[src/rtl/irq_route_pkg.sv]
package irq_route_pkg;

  typedef enum logic [2:0] {
    KIND_DELIV  = 3'd0,
    KIND_THRESH = 3'd1,
    KIND_TOPID  = 3'd2,
    KIND_PEND   = 3'd3,
    KIND_ENAB   = 3'd4,
    KIND_NONE   = 3'd7
  } regKind_e;

  localparam logic [7:0] SEL_DELIV  = 8'h70;
  localparam logic [7:0] SEL_THRESH = 8'h72;
  localparam logic [7:0] SEL_TOPID  = 8'h7F;

  localparam logic [1:0] PRIV_MACH = 2'b11;
  localparam logic [1:0] PRIV_SUP  = 2'b01;

  // strobes from the control half to the datapath half
  typedef struct packed {
    logic fwd;   // pass data through to the file
    logic drop;  // request rejected, force kind to none
  } ctrlStrobe_t;

endpackage

[src/rtl/irq_route_ctrl.sv]
module irq_route_ctrl
  import irq_route_pkg::*;
#(
  parameter bit MACHINE_MODE = 1'b0,
  parameter int NUM_PAGES    = 5,
  parameter int GW           = 6,
  parameter int PW           = 3
) (
  input  logic          clk,
  input  logic          rst_n,
  input  logic          reqValid,
  input  logic [1:0]    reqPriv,
  input  logic          reqVirt,
  input  logic [GW-1:0] reqGuest,
  input  logic          selOk,
  output logic          fileValid,
  output logic [PW-1:0] filePage,
  output ctrlStrobe_t   strobes,
  output logic          errFlag
);

  localparam int EFF_PAGES = MACHINE_MODE ? 1 : NUM_PAGES;

  logic privOk;
  logic accept;

  always_comb begin
    privOk   = 1'b0;
    filePage = '0;
    if (MACHINE_MODE) begin
      privOk = (reqPriv == PRIV_MACH) && !reqVirt;
    end else if (reqPriv == PRIV_SUP) begin
      if (reqVirt) begin
        privOk   = (reqGuest != '0) && (int'(reqGuest) < EFF_PAGES);
        filePage = PW'(reqGuest);
      end else begin
        privOk = 1'b1;
      end
    end
  end

  assign accept       = reqValid && privOk && selOk;
  assign fileValid    = accept;
  assign strobes.fwd  = accept;
  assign strobes.drop = !accept;

  always_ff @(posedge clk or negedge rst_n) begin
    if (!rst_n) errFlag <= 1'b0;
    else        errFlag <= reqValid && !accept;
  end

  // flag only follows a cycle with a rejected request
  assert_err_follows_reject_R9: assert property (@(posedge clk) disable iff (!rst_n)
    errFlag |-> $past(reqValid && !fileValid));

  // guest pages are never zero and stay inside the page count
  assert_guest_page_R3: assert property (@(posedge clk) disable iff (!rst_n)
    (fileValid && reqVirt) |-> (filePage != '0 && int'(filePage) < EFF_PAGES));

  generate
    if (MACHINE_MODE) begin : g_mach
      // machine form routes only to page 0 from machine privilege
      assert_machine_page_R1: assert property (@(posedge clk) disable iff (!rst_n)
        fileValid |-> (filePage == '0 && reqPriv == PRIV_MACH && !reqVirt));
    end else begin : g_sup
      // supervisor form never routes other privileges
      assert_sup_priv_R2: assert property (@(posedge clk) disable iff (!rst_n)
        fileValid |-> (reqPriv == PRIV_SUP));
    end
  endgenerate

endmodule

[src/rtl/irq_route_dp.sv]
module irq_route_dp
  import irq_route_pkg::*;
#(
  parameter int NUM_IDS = 256,
  parameter int DW      = 64
) (
  input  logic          clk,
  input  logic          rst_n,
  input  logic [7:0]    reqSel,
  input  logic          reqXlen64,
  input  logic [DW-1:0] reqWrData,
  input  logic [DW-1:0] reqWrMask,
  input  logic [DW-1:0] fileRdData,
  input  ctrlStrobe_t   strobes,
  output logic          selOk,
  output logic [2:0]    fileKind,
  output logic [5:0]    fileWord,
  output logic [DW-1:0] fileWrData,
  output logic [DW-1:0] fileWrMask,
  output logic [DW-1:0] reqRdData
);

  localparam int         LIM32  = NUM_IDS / 32;
  localparam int         LIM64  = NUM_IDS / 64;
  localparam logic [6:0] LIM32W = 7'(LIM32);
  localparam logic [6:0] LIM64W = 7'(LIM64);

  regKind_e   kind;
  logic [5:0] rawNum;
  logic       arrayHit;
  logic       arrayOk;

  assign rawNum   = reqSel[5:0];
  assign arrayHit = reqSel[7];

  always_comb begin
    kind  = KIND_NONE;
    selOk = 1'b0;
    if (arrayHit) begin
      kind  = reqSel[6] ? KIND_ENAB : KIND_PEND;
      selOk = arrayOk;
    end else begin
      case (reqSel)
        SEL_DELIV:  begin kind = KIND_DELIV;  selOk = 1'b1; end
        SEL_THRESH: begin kind = KIND_THRESH; selOk = 1'b1; end
        SEL_TOPID:  begin kind = KIND_TOPID;  selOk = 1'b1; end
        default:    begin kind = KIND_NONE;   selOk = 1'b0; end
      endcase
    end
  end

  always_comb begin
    if (reqXlen64) begin
      fileWord = {1'b0, rawNum[5:1]};
      arrayOk  = !rawNum[0] && ({1'b0, fileWord} < LIM64W);
    end else begin
      fileWord = rawNum;
      arrayOk  = {1'b0, fileWord} < LIM32W;
    end
  end

  assign fileKind   = strobes.drop ? KIND_NONE : kind;
  assign fileWrData = strobes.fwd ? reqWrData  : '0;
  assign fileWrMask = strobes.fwd ? reqWrMask  : '0;
  assign reqRdData  = strobes.fwd ? fileRdData : '0;

  // accepted 64-bit array selects are even and halved
  assert_even_halved_R6: assert property (@(posedge clk) disable iff (!rst_n)
    (strobes.fwd && arrayHit && reqXlen64) |-> (!reqSel[0] && fileWord == {1'b0, reqSel[5:1]}));

  // accepted array words stay below the identity bound
  assert_word_limit_R7: assert property (@(posedge clk) disable iff (!rst_n)
    (strobes.fwd && arrayHit) |->
      ({1'b0, fileWord} < (reqXlen64 ? LIM64W : LIM32W)));

endmodule

[src/rtl/irq_route_top.sv]
module irq_route_top
  import irq_route_pkg::*;
#(
  parameter bit MACHINE_MODE = 1'b0,
  parameter int NUM_PAGES    = 5,
  parameter int NUM_IDS      = 256,
  parameter int GW           = 6,
  parameter int DW           = 64,
  parameter int PW           = (NUM_PAGES > 1) ? $clog2(NUM_PAGES) : 1
) (
  input  logic          clk,
  input  logic          rst_n,
  input  logic          reqValid,
  input  logic [1:0]    reqPriv,
  input  logic          reqVirt,
  input  logic [GW-1:0] reqGuest,
  input  logic          reqXlen64,
  input  logic [7:0]    reqSel,
  input  logic [DW-1:0] reqWrData,
  input  logic [DW-1:0] reqWrMask,
  output logic [DW-1:0] reqRdData,
  output logic          fileValid,
  output logic [PW-1:0] filePage,
  output logic [2:0]    fileKind,
  output logic [5:0]    fileWord,
  output logic [DW-1:0] fileWrData,
  output logic [DW-1:0] fileWrMask,
  input  logic [DW-1:0] fileRdData,
  output logic          errFlag
);

  ctrlStrobe_t strobes;
  logic        selOk;

  irq_route_ctrl #(
    .MACHINE_MODE(MACHINE_MODE), .NUM_PAGES(NUM_PAGES), .GW(GW), .PW(PW)
  ) u_ctrl (
    .clk(clk), .rst_n(rst_n), .reqValid(reqValid), .reqPriv(reqPriv),
    .reqVirt(reqVirt), .reqGuest(reqGuest), .selOk(selOk),
    .fileValid(fileValid), .filePage(filePage), .strobes(strobes),
    .errFlag(errFlag)
  );

  irq_route_dp #(.NUM_IDS(NUM_IDS), .DW(DW)) u_dp (
    .clk(clk), .rst_n(rst_n), .reqSel(reqSel), .reqXlen64(reqXlen64),
    .reqWrData(reqWrData), .reqWrMask(reqWrMask), .fileRdData(fileRdData),
    .strobes(strobes), .selOk(selOk), .fileKind(fileKind),
    .fileWord(fileWord), .fileWrData(fileWrData), .fileWrMask(fileWrMask),
    .reqRdData(reqRdData)
  );

  // nothing leaks to either side when the request is not routed
  assert_quiet_on_reject_R8: assert property (@(posedge clk) disable iff (!rst_n)
    !fileValid |-> (fileWrMask == '0 && fileWrData == '0 && reqRdData == '0));

endmodule

[config.mk]
export PLATFORM = sky130hd
export DESIGN_NAME = irq_route_top
export DESIGN_NICKNAME = d
export VERILOG_FILES = /design/src/rtl/irq_route_pkg.sv /design/src/rtl/irq_route_ctrl.sv /design/src/rtl/irq_route_dp.sv /design/src/rtl/irq_route_top.sv
export SDC_FILE = /design/constraint.sdc
export NUM_CORES = 1
export LEC_CHECK = 0
export BUFFER_PORTS_ARGS = -buffer_cell sky130_fd_sc_hd__buf_2
export CAP_MARGIN = 20
export CELL_PAD_IN_SITES_DETAIL_PLACEMENT = 2
export CELL_PAD_IN_SITES_GLOBAL_PLACEMENT = 2
export CORE_AREA = 2 2 164 166
export DETAILED_ROUTE_END_ITERATION = 6
export DIE_AREA = 0 0 166 168
export PLACE_DENSITY_LB_ADDON = 0.25
export SYNTH_ARGS = -nofsm -noshare
export SYNTH_HDL_FRONTEND = slang
export SYNTH_SLANG_ARGS = --single-unit
export TNS_END_PERCENT = 100
[constraint.sdc]
create_clock -name clk -period 2.8 [get_ports clk]
set_clock_uncertainty 0.2 [all_clocks]
set_input_delay 0.84 -clock clk [delete_from_list [all_inputs] [get_ports clk]]
set_output_delay 0.84 -clock clk [all_outputs]
set_load 0.03 [all_outputs]
### Yosys cells after proc, flatten, opt, wreduce, memory -nomap -nowiden

Index checks and enable logic that the tools add are counted.

| storage, ports and cells | value |
|---|---|
| register bits after elaboration | 1 |
| input bits | 213 |
| output and inout port bits | 206 |
| logic and storage cells | 32 |

| cells by class | value |
|---|---|
| $lt $le $gt $ge | 3 |
| eq/ne operators | 4 |
| multiplexer cells | 15 |
| reductions and logical operators | 9 |

Operators with widths:

| kind | count |
|---|---|
| 2-to-1 mux 64 bit | 3 |
| equality test 8 x 7 -> 1 bit, second input constant | 3 |
| 2-to-1 mux 3 bit | 5 |
| one-hot mux 3 bit (3 select lines) | 1 |
| less-than comparator 6 x 3 -> 1 bit, second input constant | 1 |
| less-than comparator 6 x 4 -> 1 bit, second input constant | 1 |
| 2-to-1 mux 6 bit | 1 |
| nonzero test 6 bit | 1 |
| logical AND 1 bit | 5 |
| less-than comparator 5 x 3 -> 1 bit, second input constant | 1 |
| 2-to-1 mux 1 bit | 5 |
| OR reduction 3 bit | 1 |
| equality test 2 x 1 -> 1 bit, second input constant | 1 |
| zero test 1 bit | 2 |

### Longest topological paths before layout

Gate-level depths: netlist of the first run.

| depth | value |
|---|---|
| depth in word-level cells | 8 |
| gate-level depth with buffers | 7 |
| depth with buffers taken out | 4 |

### By module

Synthesis of the first run repeated with hierarchy kept, for this count alone.

| unflattened totals | value |
|---|---|
| cells, all modules | 249 |
| area, all modules | 1591.5 µm² |

Modules (own cells, without submodules):

| module | instances | cells an instance | area an instance (µm²) | sequential area each (µm²) |
|---|---|---|---|---|
| irq_route_dp | 1 | 235 | 1470.2 | 0.0 |
| irq_route_ctrl | 1 | 14 | 121.4 | 25.0 |

### Worst setup path before layout of the first run

OpenSTA, ideal clock, no wires.

| timing path | value |
|---|---|
| kind | input -> output |
| start point | input reqGuest[3] |
| end point | output fileKind[1] |
| arrival | 2.478 ns |
| required time | 1.760 ns |
| path slack | -0.718 ns |
| stages | 5 |
| path buffers | 1 |
| cells stage by stage | nor3_1 -> nand3_1 -> a221oi_4 -> clkbuf_1 -> o21ai_0 |

| between the ends | value |
|---|---|
| cells in the longest elaborated chain, start to end | 7 |
| elaborated cells between the ends (all ways) | 8 |
| those cells by class | 1 x order compare; 3 x mux; 4 x reduce/logical |

Ends and longest elaborated chain:

| item | line | RTL |
|---|---|---|
| start: declaration | irq_route_top.sv:16 | `input logic [GW-1:0] reqGuest,` |
| less-than comparator 6 x 3 -> 1 bit or nonzero test 6 bit (tied branches) | irq_route_ctrl.sv:34 | `privOk = (reqGuest != '0) && (int'(reqGuest) < EFF_PAGES);` |
| logical AND 1 bit (*) | irq_route_ctrl.sv:34 |  |
| 2-to-1 mux 1 bit (*) | irq_route_ctrl.sv:33 | `if (reqVirt) begin` |
| 2-to-1 mux 1 bit (*) | irq_route_ctrl.sv:32 | `end else if (reqPriv == PRIV_SUP) begin` |
| logical AND 1 bit (*) (2 in a row) | irq_route_ctrl.sv:42 | `assign accept = reqValid && privOk && selOk;` |
| net fileValid | irq_route_top.sv:22 | `output logic fileValid,` |
| 2-to-1 mux 3 bit (*) | irq_route_dp.sv:62 | `assign fileKind = strobes.drop ? KIND_NONE : kind;` |
| end: declaration | irq_route_top.sv:24 | `output logic [2:0] fileKind,` |

Mark *: on every way through the listed nets, which the timed path passes. The rest lies on a longest branch.

### Worst setup path after layout of the first run

| timing path | value |
|---|---|
| start point | input reqSel[2] |
| end point | output reqRdData[40] |

| between the ends | value |
|---|---|
| cells in the longest elaborated chain, start to end | 6 |
| elaborated cells between the ends (all ways) | 12 |
| those cells by class | 2 x order compare; 3 x eq/ne; 4 x mux; 3 x reduce/logical |

Ends and longest elaborated chain:

| item | line | RTL |
|---|---|---|
| start: declaration | irq_route_top.sv:18 | `input logic [7:0] reqSel,` |
| less-than comparator 5 x 3 -> 1 bit or equality test 8 x 7 -> 1 bit (tied branches) | irq_route_dp.sv:55, irq_route_dp.sv:43 |  |
| logical AND 1 bit or OR reduction 3 bit (tied branches) | -- |  |
| 2-to-1 mux 1 bit, on equally long branches | irq_route_dp.sv:53, irq_route_dp.sv:43 |  |
| 2-to-1 mux 1 bit (*) | irq_route_dp.sv:39 | `if (arrayHit) begin` |
| logical AND 1 bit (*) | irq_route_ctrl.sv:42 |  |
| 2-to-1 mux 64 bit (*) | irq_route_dp.sv:65 | `assign reqRdData = strobes.fwd ? fileRdData : '0;` |
| end: declaration | irq_route_top.sv:21 | `output logic [DW-1:0] reqRdData,` |

Every way passes the cells marked *; elsewhere a longest branch is shown, timed or not.

==> metrics.txt, run 1 <==
# TYPE chip_impl_metric gauge
chip_impl_info{name="run_status",value="finished, violations left"} 1
chip_impl_info{name="violations",value="negative setup slack"} 1
chip_impl_metric{name="net-switching-power",unit="uW"} 108.7
chip_impl_metric{name="detailedRoute.firstPassIterationCount",unit=""} 2
chip_impl_metric{name="dieHeight",unit="um"} 168
chip_impl_metric{name="average_routed_wire_per_standard_cell",unit="um"} 15.26
chip_impl_metric{name="final_core_utilization",unit=""} 0.2234
chip_impl_metric{name="hpwl",unit="um"} 12700
chip_impl_metric{name="via_count",unit=""} 3441
chip_impl_metric{name="input_output_buffers",unit=""} 418
chip_impl_metric{name="filler_cell_count",unit=""} 3094
chip_impl_info{name="min-delay-path-class",value="input port to asynchronous set/reset pin"} 1
chip_impl_metric{name="portion_of_the_clock_cycle_consumed_by_the_worst_path_in_the_final_layout",unit=""} 1.218
chip_impl_metric{name="power_frac_comb",unit=""} 0.943
chip_impl_info{name="critical_path_class",value="input port to output pin"} 1
chip_impl_metric{name="timing.final.max_slew_violations",unit=""} 0
chip_impl_metric{name="number_of_antenna_violations_at_the_first_check_in_global_routing",unit=""} 1
chip_impl_metric{name="synth_sequential_area_ratio",unit=""} 0.01560
chip_impl_metric{name="timing.max_cap.violations",unit=""} 0
chip_impl_metric{name="die_outline_area",unit="sq um"} 27890
chip_impl_metric{name="power_density",unit="nW/um^2"} 47.03
chip_impl_metric{name="row_count",unit=""} 60
chip_impl_metric{name="tot_gr_track_use",unit=""} 0.09709
chip_impl_metric{name="yosys.area.top_type_share",unit=""} 0.7683
chip_impl_metric{name="largest_register_ff_count",unit=""} 1
chip_impl_metric{name="areaGrowthSynthToFinish",unit="%"} 266.9
chip_impl_metric{name="ctsHoldBuffers",unit=""} 0
chip_impl_metric{name="synth-compound-area-share",unit=""} 0.02574
chip_impl_metric{name="ant_nets",unit=""} 0
chip_impl_metric{name="initialDrtViolationCount",unit=""} 54
chip_impl_metric{name="shortest_clock_period_the_worst_path_allows_after_layout",unit="ns"} 3.411
chip_impl_metric{name="power.share.switching",unit=""} 0.3926
chip_impl_metric{name="pin_count_of_the_biggest_net_entering_global_routing",unit=""} 28
chip_impl_info{name="post_synth_most_frequent_cells",value="sky130_fd_sc_hd__and2_1 (197), sky130_fd_sc_hd__buf_4 (14), sky130_fd_sc_hd__clkbuf_1 (7)"} 1
chip_impl_metric{name="mappedNetlistNets",unit=""} 459
chip_impl_info{name="synth_area_leader_cell",value="sky130_fd_sc_hd__and2_1"} 1
chip_impl_metric{name="timing_hold_violations_final",unit=""} 0
chip_impl_metric{name="post_synth_mux_area_share",unit=""} 0.03510
chip_impl_info{name="grt_setup_unrepaired",value="true"} 1
chip_impl_info{name="critPathCaptureType",value="output pin"} 1
chip_impl_metric{name="synth_adder_area_share",unit=""} 0
chip_impl_metric{name="total_leakage_power",unit="nW"} 3.163
chip_impl_metric{name="grt_pass1_vias",unit=""} 3664
chip_impl_metric{name="fmax",unit="MHz"} 293.2
chip_impl_metric{name="worst-slew-pin-transition",unit="ns"} 0.2664
chip_impl_metric{name="post_synth_and_or_nand_nor_area_fraction",unit=""} 0.8385
chip_impl_metric{name="boundaryPins",unit=""} 419
chip_impl_info{name="registers_with_the_most_flip_flops",value="u_ctrl.errFlag: 1 flops"} 1
chip_impl_info{name="synth_flop_cell",value="sky130_fd_sc_hd__dfrtp_1"} 1
chip_impl_metric{name="number_of_synthesized_flops_with_an_enable_pin",unit=""} 0
chip_impl_metric{name="route.final.wire_length",unit="um"} 15530
chip_impl_info{name="max_flop_register",value="u_ctrl.errFlag"} 1
chip_impl_metric{name="critPathMaxFanout",unit=""} 7
chip_impl_metric{name="post_synth_inst_count",unit=""} 246
chip_impl_metric{name="power.share.sequential",unit=""} 0.057
chip_impl_metric{name="power",unit="uW"} 276.8
chip_impl_metric{name="worst-endpoint-required",unit="ns"} 1.76
chip_impl_metric{name="grt_remaining_overflow",unit=""} 0
chip_impl_metric{name="clk_transition_reported_paths",unit="ns"} 0
chip_impl_metric{name="syn_area",unit="sq um"} 1604
chip_impl_metric{name="nets",unit=""} 892
chip_impl_metric{name="post_synth_xor_area_fraction",unit=""} 0
chip_impl_metric{name="yosys_warnings",unit=""} 0
chip_impl_metric{name="yosys.cell_types.count",unit=""} 20
chip_impl_info{name="worstSetupStartpointType",value="input port"} 1
chip_impl_info{name="synth_top_family_by_area",value="simple AND/OR/NAND/NOR gates"} 1
chip_impl_metric{name="synth_seq_cells",unit=""} 1
chip_impl_info{name="synth.area.top_cells",value="sky130_fd_sc_hd__and2_1 (77%), sky130_fd_sc_hd__buf_4 (6.6%), sky130_fd_sc_hd__mux2_2 (3.5%)"} 1
chip_impl_metric{name="relSlewSlack",unit=""} 0.8224
chip_impl_metric{name="first_pass_grt_wire_length",unit="um"} 21740
chip_impl_metric{name="starting_density_of_the_core",unit=""} 0.06087
chip_impl_info{name="post-synth-top-count-cell",value="sky130_fd_sc_hd__and2_1"} 1
chip_impl_metric{name="syn_area_per_cell",unit="sq um"} 6.520
chip_impl_metric{name="die_width",unit="um"} 166
chip_impl_metric{name="finalWorstSetupSlack",unit="ns"} -0.6112
chip_impl_metric{name="drt-vias-per-instance",unit=""} 3.380
chip_impl_metric{name="floorplan.core_area",unit="sq um"} 26350
chip_impl_metric{name="setup-violations-final",unit=""} 196
chip_impl_metric{name="num_antenna_cells",unit=""} 0
chip_impl_metric{name="share_clk_of_total_power",unit=""} 0
chip_impl_info{name="setup_crit_start",value="reqSel[2]"} 1
chip_impl_metric{name="drive_gt1_frac",unit=""} 0.9705
chip_impl_metric{name="internal-power",unit="uW"} 168.1
chip_impl_metric{name="cp_data_arrival_time",unit="ns"} 2.37
chip_impl_metric{name="route.detailed.drc",unit=""} 0
chip_impl_metric{name="peakVddDrop",unit="mV"} 0.03612
chip_impl_metric{name="routabilityCongestion",unit=""} 0.6942
chip_impl_metric{name="pre_cts_slack",unit="ns"} -0.7314
chip_impl_metric{name="synthArstFlopShare",unit=""} 1.000
[cell families (layout without fill, tap and decap cells)]
| family | after synthesis | after routing |
|---|---|---|
| muxes | 5 | 5 |
| AOI/OAI and AO/OA | 4 | 4 |
| DFF | 1 | 1 |
| and+or+nand+nor | 214 | 214 |
| buffers and inverters | 22 | 453 |
[per-stage QoR]
step,hold slack (ns),setup TNS [ns],cells,instance area [sq um]
6_report,0.4147,-107.93,1018,5886
5_1_grt,0.4178,-126.46,1018,5886
4_1_cts,0.4159,-116.79,1010,5487
3_5_place_dp,0.4157,-133.52,1001,4489
3_3_place_gp,0.4147,-135.17,1001,4489
2_1_floorplan,0.3444,-57.14,246,1979
[repair_timing]
item                                    4_1_cts  5_1_grt
cloned                                        4        4
setup buffers                                 5        6
gates resized for setup                     271      115
pin swaps                                     2       18
endpoints found under the setup margin      196      196
[placed cells by master (no fill, tap or decap), types with 2 or more instances in the layout]
master / Yosys / final
sky130_fd_sc_hd__buf_2: 1 / 227
sky130_fd_sc_hd__buf_6: 0 / 137
sky130_fd_sc_hd__and2_2: 0 / 113
sky130_fd_sc_hd__and2_4: 0 / 79
sky130_fd_sc_hd__buf_4: 14 / 50
sky130_fd_sc_hd__clkbuf_4: 0 / 18
sky130_fd_sc_hd__buf_12: 0 / 10
sky130_fd_sc_hd__buf_8: 0 / 6
sky130_fd_sc_hd__mux2_2: 5 / 5
sky130_fd_sc_hd__and2_1: 197 / 5
sky130_fd_sc_hd__clkbuf_16: 0 / 3
sky130_fd_sc_hd__o21ai_1: 1 / 2
sky130_fd_sc_hd__nor3_4: 0 / 2
sky130_fd_sc_hd__nand2_1: 3 / 2
sky130_fd_sc_hd__nand2b_1: 2 / 2
sky130_fd_sc_hd__nor2b_1: 2 / 2
sky130_fd_sc_hd__buf_16: 0 / 2
[power groups by stage]
| stage | sequential, mW | clock, mW | combinational, mW |
|---|---|---|---|
| 2_1_floorplan | 0.0173 | 0 | 0.0576 |
| 3_3_place_gp | 0.0160 | 0 | 0.239 |
| 3_5_place_dp | 0.0159 | 0 | 0.241 |
| 4_1_cts | 0.0159 | 0 | 0.256 |
| 5_1_grt | 0.0160 | 0 | 0.284 |
| 6_report | 0.0158 | 0 | 0.261 |
[path summary, 6_finish.rpt]
check / endpoint / slack [ns] / depth (start not counted)
setup / recovery: reqRdData[40] / -0.61 / 9
hold / removal: u_ctrl.errFlag / 0.41 / 1
max in group asynchronous: u_ctrl.errFlag / 1.90 / 1
min in group clk: u_ctrl.errFlag / 0.91 / 2
[routing by layer]
metal,GRT usage,vias to the layer above,wire length (um)
li1,-,1605,-
met1,0.09962,1580,5264
met2,0.2073,246,8858
met3,0.02092,8,1251
met4,0.003025,2,142
met5,0,-,16
[worst max-delay path, stage by stage]
cell and delay, ns:
sky130_fd_sc_hd__buf_2 0.15, sky130_fd_sc_hd__and4_1 0.22, sky130_fd_sc_hd__o21ai_2 0.08, sky130_fd_sc_hd__a221oi_4 0.31, sky130_fd_sc_hd__buf_6 0.23, sky130_fd_sc_hd__buf_12 0.14
sky130_fd_sc_hd__buf_16 0.11, sky130_fd_sc_hd__and2_4 0.14, sky130_fd_sc_hd__buf_6 0.13
[layout make-up]
class	count	area, sq um	area share
Multi-Input combinational cell	223	1824	0.3099
Sequential cell	1	25.02	0.004252
Tap cell	341	426.7	0.07249
Timing Repair Buffer	453	3610	0.6133
Note: power is estimated with default switching activity, not from simulation.
==> run 2, diff against run 1 <==
--- a/config.mk
+++ b/config.mk
@@ -7,11 +7,9 @@
 export LEC_CHECK = 0
 export BUFFER_PORTS_ARGS = -buffer_cell sky130_fd_sc_hd__buf_2
 export CAP_MARGIN = 20
-export CELL_PAD_IN_SITES_DETAIL_PLACEMENT = 2
-export CELL_PAD_IN_SITES_GLOBAL_PLACEMENT = 2
-export CORE_AREA = 2 2 164 166
+export CORE_AREA = 2 2 165 167
 export DETAILED_ROUTE_END_ITERATION = 6
-export DIE_AREA = 0 0 166 168
+export DIE_AREA = 0 0 167 169
 export PLACE_DENSITY_LB_ADDON = 0.25
 export SYNTH_ARGS = -nofsm -noshare
 export SYNTH_HDL_FRONTEND = slang
==> run 2 against run 1 <==
The run still ends with negative setup slack left. Sequential share of layout area about the same. Wire length is 8.7% lower. Combinational power about the same. Design area grew 2.7%. Critical path depth is the same. Worst hold slack improved by 0.0013 ns. Cell count barely moved. Flip-flop and latch count unchanged. Sequential power is essentially flat. Via count decreased by 1.2%. Critical endpoint is now reqRdData[42]. Largest power group unchanged. Highest routed layer is now met4.
==> metrics.txt, run 2 (synthesized netlist as in run 1, its figures left out) <==
# TYPE chip_impl_metric gauge
chip_impl_info{name="max_flop_register",value="u_ctrl.errFlag"} 1
chip_impl_metric{name="via_count",unit=""} 3399
chip_impl_metric{name="timing.max_cap.violations",unit=""} 0
chip_impl_metric{name="pre_cts_slack",unit="ns"} -0.7773
chip_impl_metric{name="grt_pass1_vias",unit=""} 3367
chip_impl_metric{name="total_leakage_power",unit="nW"} 3.207
chip_impl_metric{name="power_frac_comb",unit=""} 0.943
chip_impl_metric{name="net-switching-power",unit="uW"} 106.8
chip_impl_metric{name="power.share.sequential",unit=""} 0.057
chip_impl_metric{name="die_outline_area",unit="sq um"} 28220
chip_impl_metric{name="areaGrowthSynthToFinish",unit="%"} 276.7
chip_impl_metric{name="drt-vias-per-instance",unit=""} 3.336
chip_impl_metric{name="nets",unit=""} 893
chip_impl_metric{name="routabilityCongestion",unit=""} 0.7586
chip_impl_metric{name="tot_gr_track_use",unit=""} 0.08256
chip_impl_metric{name="worst-slew-pin-transition",unit="ns"} 0.2068
chip_impl_info{name="worstSetupStartpointType",value="input port"} 1
chip_impl_metric{name="floorplan.core_area",unit="sq um"} 26500
chip_impl_metric{name="fmax",unit="MHz"} 290.0
chip_impl_info{name="critical_path_class",value="input port to output pin"} 1
chip_impl_metric{name="worst-endpoint-required",unit="ns"} 1.76
chip_impl_metric{name="dieHeight",unit="um"} 169
chip_impl_info{name="min-delay-path-class",value="input port to asynchronous set/reset pin"} 1
chip_impl_metric{name="row_count",unit=""} 60
chip_impl_metric{name="clk_transition_reported_paths",unit="ns"} 0
chip_impl_metric{name="final_core_utilization",unit=""} 0.2280
chip_impl_metric{name="die_width",unit="um"} 167
chip_impl_metric{name="average_routed_wire_per_standard_cell",unit="um"} 13.92
chip_impl_info{name="violations",value="negative setup slack"} 1
chip_impl_metric{name="area_of_the_multi_input_gates",unit="sq um"} 1847
chip_impl_metric{name="shortest_clock_period_the_worst_path_allows_after_layout",unit="ns"} 3.448
chip_impl_metric{name="number_of_placed_instances_with_taps_included",unit=""} 1000
chip_impl_metric{name="starting_density_of_the_core",unit=""} 0.06053
chip_impl_metric{name="number_of_antenna_violations_at_the_first_check_in_global_routing",unit=""} 0
chip_impl_metric{name="cp_data_arrival_time",unit="ns"} 2.41
chip_impl_metric{name="portion_of_the_clock_cycle_consumed_by_the_worst_path_in_the_final_layout",unit=""} 1.231
chip_impl_metric{name="filler_cell_count",unit=""} 2911
chip_impl_metric{name="timing_hold_violations_final",unit=""} 0
chip_impl_metric{name="boundaryPins",unit=""} 419
chip_impl_metric{name="finalWorstSetupSlack",unit="ns"} -0.6482
chip_impl_metric{name="power.share.switching",unit=""} 0.3885
chip_impl_metric{name="initialDrtViolationCount",unit=""} 23
chip_impl_metric{name="num_antenna_cells",unit=""} 0
chip_impl_info{name="final_common_cell",value="sky130_fd_sc_hd__buf_2"} 1
chip_impl_metric{name="peakVddDrop",unit="mV"} 0.03489
chip_impl_metric{name="internal-power",unit="uW"} 168.1
chip_impl_metric{name="share_clk_of_total_power",unit=""} 0
chip_impl_metric{name="ant_nets",unit=""} 0
chip_impl_metric{name="drive_gt1_frac",unit=""} 0.9720
chip_impl_metric{name="hpwl",unit="um"} 11330
chip_impl_info{name="critPathCaptureType",value="output pin"} 1
chip_impl_metric{name="ctsHoldBuffers",unit=""} 0
chip_impl_metric{name="critPathMaxFanout",unit=""} 26
chip_impl_metric{name="instances_no_fill",unit=""} 1019
chip_impl_metric{name="holdWs",unit="ns"} 0.4160
chip_impl_info{name="final_cell_mix",value="sky130_fd_sc_hd__buf_2 (219), sky130_fd_sc_hd__buf_6 (156), sky130_fd_sc_hd__and2_4 (99), sky130_fd_sc_hd__and2_2 (93), sky130_fd_sc_hd__buf_4 (38)"} 1
chip_impl_metric{name="route.detailed.drc",unit=""} 0
chip_impl_metric{name="pin_count_of_the_biggest_net_entering_global_routing",unit=""} 53
chip_impl_metric{name="grt_remaining_overflow",unit=""} 0
chip_impl_metric{name="relSlewSlack",unit=""} 0.8607
chip_impl_metric{name="detailedRoute.firstPassIterationCount",unit=""} 4
chip_impl_metric{name="setup-violations-final",unit=""} 196
chip_impl_info{name="grt_setup_unrepaired",value="true"} 1
chip_impl_info{name="run_status",value="finished, violations left"} 1
chip_impl_metric{name="largest_register_ff_count",unit=""} 1
chip_impl_metric{name="route.final.wire_length",unit="um"} 14190
chip_impl_metric{name="layout.area.seq",unit="sq um"} 25.02
chip_impl_metric{name="first_pass_grt_wire_length",unit="um"} 18710
chip_impl_metric{name="power_density",unit="nW/um^2"} 45.51
chip_impl_info{name="registers_with_the_most_flip_flops",value="u_ctrl.errFlag: 1 flops"} 1
chip_impl_metric{name="timing.final.max_slew_violations",unit=""} 0
chip_impl_metric{name="input_output_buffers",unit=""} 418
## run 2: final cells by class
class	count	area share
tap	341	0.07062
sequential	1	0.004142
timing repair buffer	454	0.6196
multi-input combinational	223	0.3057
## run 2: power by group through the flow
stage	Clock, mW	Combinational, mW	Sequential (mW)
floorplan	0	0.0576	0.0173
global placement	0	0.239	0.0157
finish	0	0.259	0.0156
CTS	0	0.252	0.0156
global route	0	0.283	0.0157
detailed placement	0	0.239	0.0156
## run 2: path summary, 6_finish.rpt
check | startpoint | cells after the start | end | slack (ns)
min | rst_n | 1 | u_ctrl.errFlag | 0.42
max in group asynchronous | rst_n | 1 | u_ctrl.errFlag | 1.90
min in group clk | reqValid | 2 | u_ctrl.errFlag | 0.89
max | reqSel[5] | 9 | reqRdData[42] | -0.65
## run 2: per-layer routing
layer | share of wire | track usage
met1 | 0.35 | 0.09078
met4 | 0.013 | 0.01049
met3 | 0.095 | 0.01800
met5 | 0 | 0
met2 | 0.54 | 0.1644
## run 2: timing repair
item / 4_1_cts / 5_1_grt
buffers inserted: 8 / 3
gates cloned: 4 / 6
gates resized for setup: 222 / 256
setup endpoints to repair: 196 / 196
pin swaps: 6 / 21
## run 2: through the flow
stage	power (mW)	TNS, ns	area (sq um)
final	0.2750	-118.90	6042
after global routing	0.2983	-134.13	6042
after CTS	0.2679	-118.83	5385
after detailed placement	0.2549	-132.83	4509
after global placement	0.2545	-132.50	4509
after floorplan	0.07490	-57.14	1979
## run 2: critical path: stages
cell                        delay (ns)
sky130_fd_sc_hd__buf_8            0.10
sky130_fd_sc_hd__nor4b_4          0.25
sky130_fd_sc_hd__nand2_1          0.12
sky130_fd_sc_hd__a221oi_4         0.29
sky130_fd_sc_hd__buf_12           0.16
sky130_fd_sc_hd__clkbuf_16        0.16
sky130_fd_sc_hd__clkbuf_16        0.19
sky130_fd_sc_hd__and2_2           0.17
sky130_fd_sc_hd__buf_6            0.13
==> run 3, diff against run 2 <==
==> constraint.sdc (replaced) <==
create_clock -name clk -period 2.9 [get_ports clk]
set_clock_uncertainty 0.2 [all_clocks]
set_input_delay 0.87 -clock clk [delete_from_list [all_inputs] [get_ports clk]]
set_output_delay 0.87 -clock clk [all_outputs]
set_load 0.03 [all_outputs]
==> run 3 against run 2 <==
Worst hold slack better by 0.035 ns. Flip-flop and latch count stayed put. Die area is the same. Core utilization is 0.96 points higher. The flow still finishes with violations (negative setup slack). Highest routed layer unchanged. Global-route usage grew 0.14 points. Wire length grew 6.9%.
==> metrics.txt, run 3 (synthesized netlist as in run 1, its figures left out) <==
# TYPE chip_impl_metric gauge
chip_impl_info{name="critical-path-slowest-cell",value="sky130_fd_sc_hd__a221oi_4"} 1
chip_impl_metric{name="routabilityCongestion",unit=""} 0.7585
chip_impl_metric{name="grt_pass1_vias",unit=""} 3380
chip_impl_metric{name="timing.final.max_slew_violations",unit=""} 0
chip_impl_metric{name="pre_cts_slack",unit="ns"} -0.7482
chip_impl_metric{name="die_outline_area",unit="sq um"} 28220
chip_impl_info{name="final_common_cell",value="sky130_fd_sc_hd__buf_2"} 1
chip_impl_metric{name="grt_remaining_overflow",unit=""} 0
chip_impl_metric{name="detailedRoute.firstPassIterationCount",unit=""} 4
chip_impl_metric{name="finalWorstSetupSlack",unit="ns"} -0.5780
chip_impl_metric{name="timing.max_cap.violations",unit=""} 0
chip_impl_metric{name="pin_count_of_the_biggest_net_entering_global_routing",unit=""} 53
chip_impl_metric{name="total_leakage_power",unit="nW"} 3.283
chip_impl_metric{name="floorplan.core_area",unit="sq um"} 26500
chip_impl_metric{name="clk_transition_reported_paths",unit="ns"} 0
chip_impl_metric{name="relSlewSlack",unit=""} 0.8825
chip_impl_metric{name="drive_gt1_frac",unit=""} 0.9705
chip_impl_metric{name="row_count",unit=""} 60
chip_impl_metric{name="timing_hold_violations_final",unit=""} 0
chip_impl_metric{name="hpwl",unit="um"} 11290
chip_impl_info{name="critical-path-top-cell-by-count",value="sky130_fd_sc_hd__clkbuf_16"} 1
chip_impl_metric{name="starting_density_of_the_core",unit=""} 0.06053
chip_impl_info{name="cp_cell_sequence",value="buf_8, nor4b_4, nand2_1, a221oi_4, buf_12, clkbuf_16, clkbuf_16, and2_4, buf_6"} 1
chip_impl_info{name="critical_path_class",value="input port to output pin"} 1
chip_impl_metric{name="areaGrowthSynthToFinish",unit="%"} 292.5
chip_impl_metric{name="cp_data_arrival_time",unit="ns"} 2.41
chip_impl_metric{name="fmax",unit="MHz"} 287.5
chip_impl_metric{name="first_pass_grt_wire_length",unit="um"} 18820
chip_impl_metric{name="peakVddDrop",unit="mV"} 0.02961
chip_impl_info{name="grt_setup_unrepaired",value="true"} 1
chip_impl_metric{name="portion_of_the_clock_cycle_consumed_by_the_worst_path_in_the_final_layout",unit=""} 1.199
chip_impl_metric{name="instances_no_fill",unit=""} 1019
chip_impl_metric{name="met3_usage",unit=""} 0.01683
chip_impl_metric{name="critPathMaxFanout",unit=""} 7
chip_impl_metric{name="worst-slew-pin-transition",unit="ns"} 0.1756
chip_impl_metric{name="nets",unit=""} 893
chip_impl_metric{name="largest_register_ff_count",unit=""} 1
chip_impl_metric{name="route.detailed.drc",unit=""} 0
chip_impl_metric{name="power_density",unit="nW/um^2"} 43.27
chip_impl_info{name="gr-max-usage-layer",value="met2"} 1
chip_impl_info{name="run_status",value="finished, violations left"} 1
chip_impl_metric{name="drt-vias-per-instance",unit=""} 3.312
chip_impl_metric{name="num_antenna_cells",unit=""} 0
chip_impl_metric{name="max_stage_delay",unit="ns"} 0.29
chip_impl_metric{name="area_of_the_multi_input_gates",unit="sq um"} 1882
chip_impl_metric{name="tot_gr_track_use",unit=""} 0.08400
chip_impl_info{name="min-delay-path-class",value="input port to asynchronous set/reset pin"} 1
chip_impl_info{name="worstSetupStartpointType",value="input port"} 1
chip_impl_metric{name="global_route.usage.met1",unit=""} 0.09093
chip_impl_metric{name="layout.area.seq",unit="sq um"} 25.02
chip_impl_metric{name="via_count",unit=""} 3375
chip_impl_info{name="final_cell_mix",value="sky130_fd_sc_hd__buf_2 (217), sky130_fd_sc_hd__buf_6 (195), sky130_fd_sc_hd__and2_4 (126), sky130_fd_sc_hd__and2_2 (66), sky130_fd_sc_hd__buf_4 (15)"} 1
chip_impl_metric{name="number_of_placed_instances_with_taps_included",unit=""} 1000
chip_impl_metric{name="setup-violations-final",unit=""} 196
chip_impl_metric{name="input_output_buffers",unit=""} 418
chip_impl_metric{name="filler_cell_count",unit=""} 2889
chip_impl_info{name="critPathCaptureType",value="output pin"} 1
chip_impl_info{name="violations",value="negative setup slack"} 1
chip_impl_metric{name="shortest_clock_period_the_worst_path_allows_after_layout",unit="ns"} 3.478
chip_impl_metric{name="global_route.usage.met2",unit=""} 0.1702
chip_impl_metric{name="number_of_antenna_violations_at_the_first_check_in_global_routing",unit=""} 0
chip_impl_metric{name="ctsHoldBuffers",unit=""} 0
chip_impl_metric{name="worst-endpoint-required",unit="ns"} 1.83
chip_impl_metric{name="route.final.wire_length",unit="um"} 15170
chip_impl_metric{name="holdWs",unit="ns"} 0.4511
chip_impl_metric{name="average_routed_wire_per_standard_cell",unit="um"} 14.89
chip_impl_metric{name="initialDrtViolationCount",unit=""} 34
chip_impl_info{name="max_flop_register",value="u_ctrl.errFlag"} 1
chip_impl_metric{name="dieHeight",unit="um"} 169
chip_impl_metric{name="boundaryPins",unit=""} 419
chip_impl_info{name="registers_with_the_most_flip_flops",value="u_ctrl.errFlag: 1 flops"} 1
chip_impl_metric{name="die_width",unit="um"} 167
chip_impl_metric{name="ant_nets",unit=""} 0
## run 3: path summary, 6_finish.rpt
| path | from | endpoint | slack (ns) | cells past startpoint |
|---|---|---|---|---|
| worst max-delay path | reqSel[5] | reqRdData[33] | -0.58 | 9 |
| worst min-delay path | rst_n | u_ctrl.errFlag | 0.45 | 1 |
| max in group asynchronous | rst_n | u_ctrl.errFlag | 1.96 | 1 |
| min in group clk | reqValid | u_ctrl.errFlag | 0.95 | 2 |
## run 3: final cells by class
| class | count | share of cell area |
|---|---|---|
| Timing Repair Buffer | 454 | 0.6294 |
| Multi-Input combinational cell | 223 | 0.2989 |
| Tap cell | 341 | 0.06777 |
| Sequential cell | 1 | 0.003975 |
## run 3: critical path: cells and delay by family
kind	cells	cell delay [ns]
buf+inv	5	0.73
compound gates	1	0.29
simple gates	3	0.51
## run 3: through the flow
stage / power (mW) / instance area [sq um] / utilization / setup TNS, ns
floorplan: 0.07232 / 1979 / - / -49.30
global placement: 0.2457 / 4509 / 0.1702 / -124.59
detailed placement: 0.2463 / 4509 / 0.1702 / -124.63
CTS: 0.2623 / 5428 / 0.2048 / -107.36
global route: 0.2940 / 6296 / 0.2376 / -122.61
finish: 0.2725 / 6296 / 0.2376 / -105.45
## run 3: repair_timing
item                       CTS  global route
pin swaps                   21            27
gates cloned                 5            11
setup endpoints to repair  196           196
gates resized for setup    236           336
buffers inserted             8             1
## run 3: where the power goes
part / internal, mW / switching [mW] / total (mW)
Combinational: 0.150 / 0.107 / 0.257
Clock: 0 / 0 / 0
Sequential: 0.0149 / 0.000252 / 0.0152
## run 3: layer usage
| layer | up-vias | part of all wire |
|---|---|---|
| met5 | - | 0 |
| met4 | 0 | 0.013 |
| met3 | 6 | 0.085 |
| met2 | 250 | 0.56 |
| met1 | 1503 | 0.34 |
| li1 | 1616 | - |
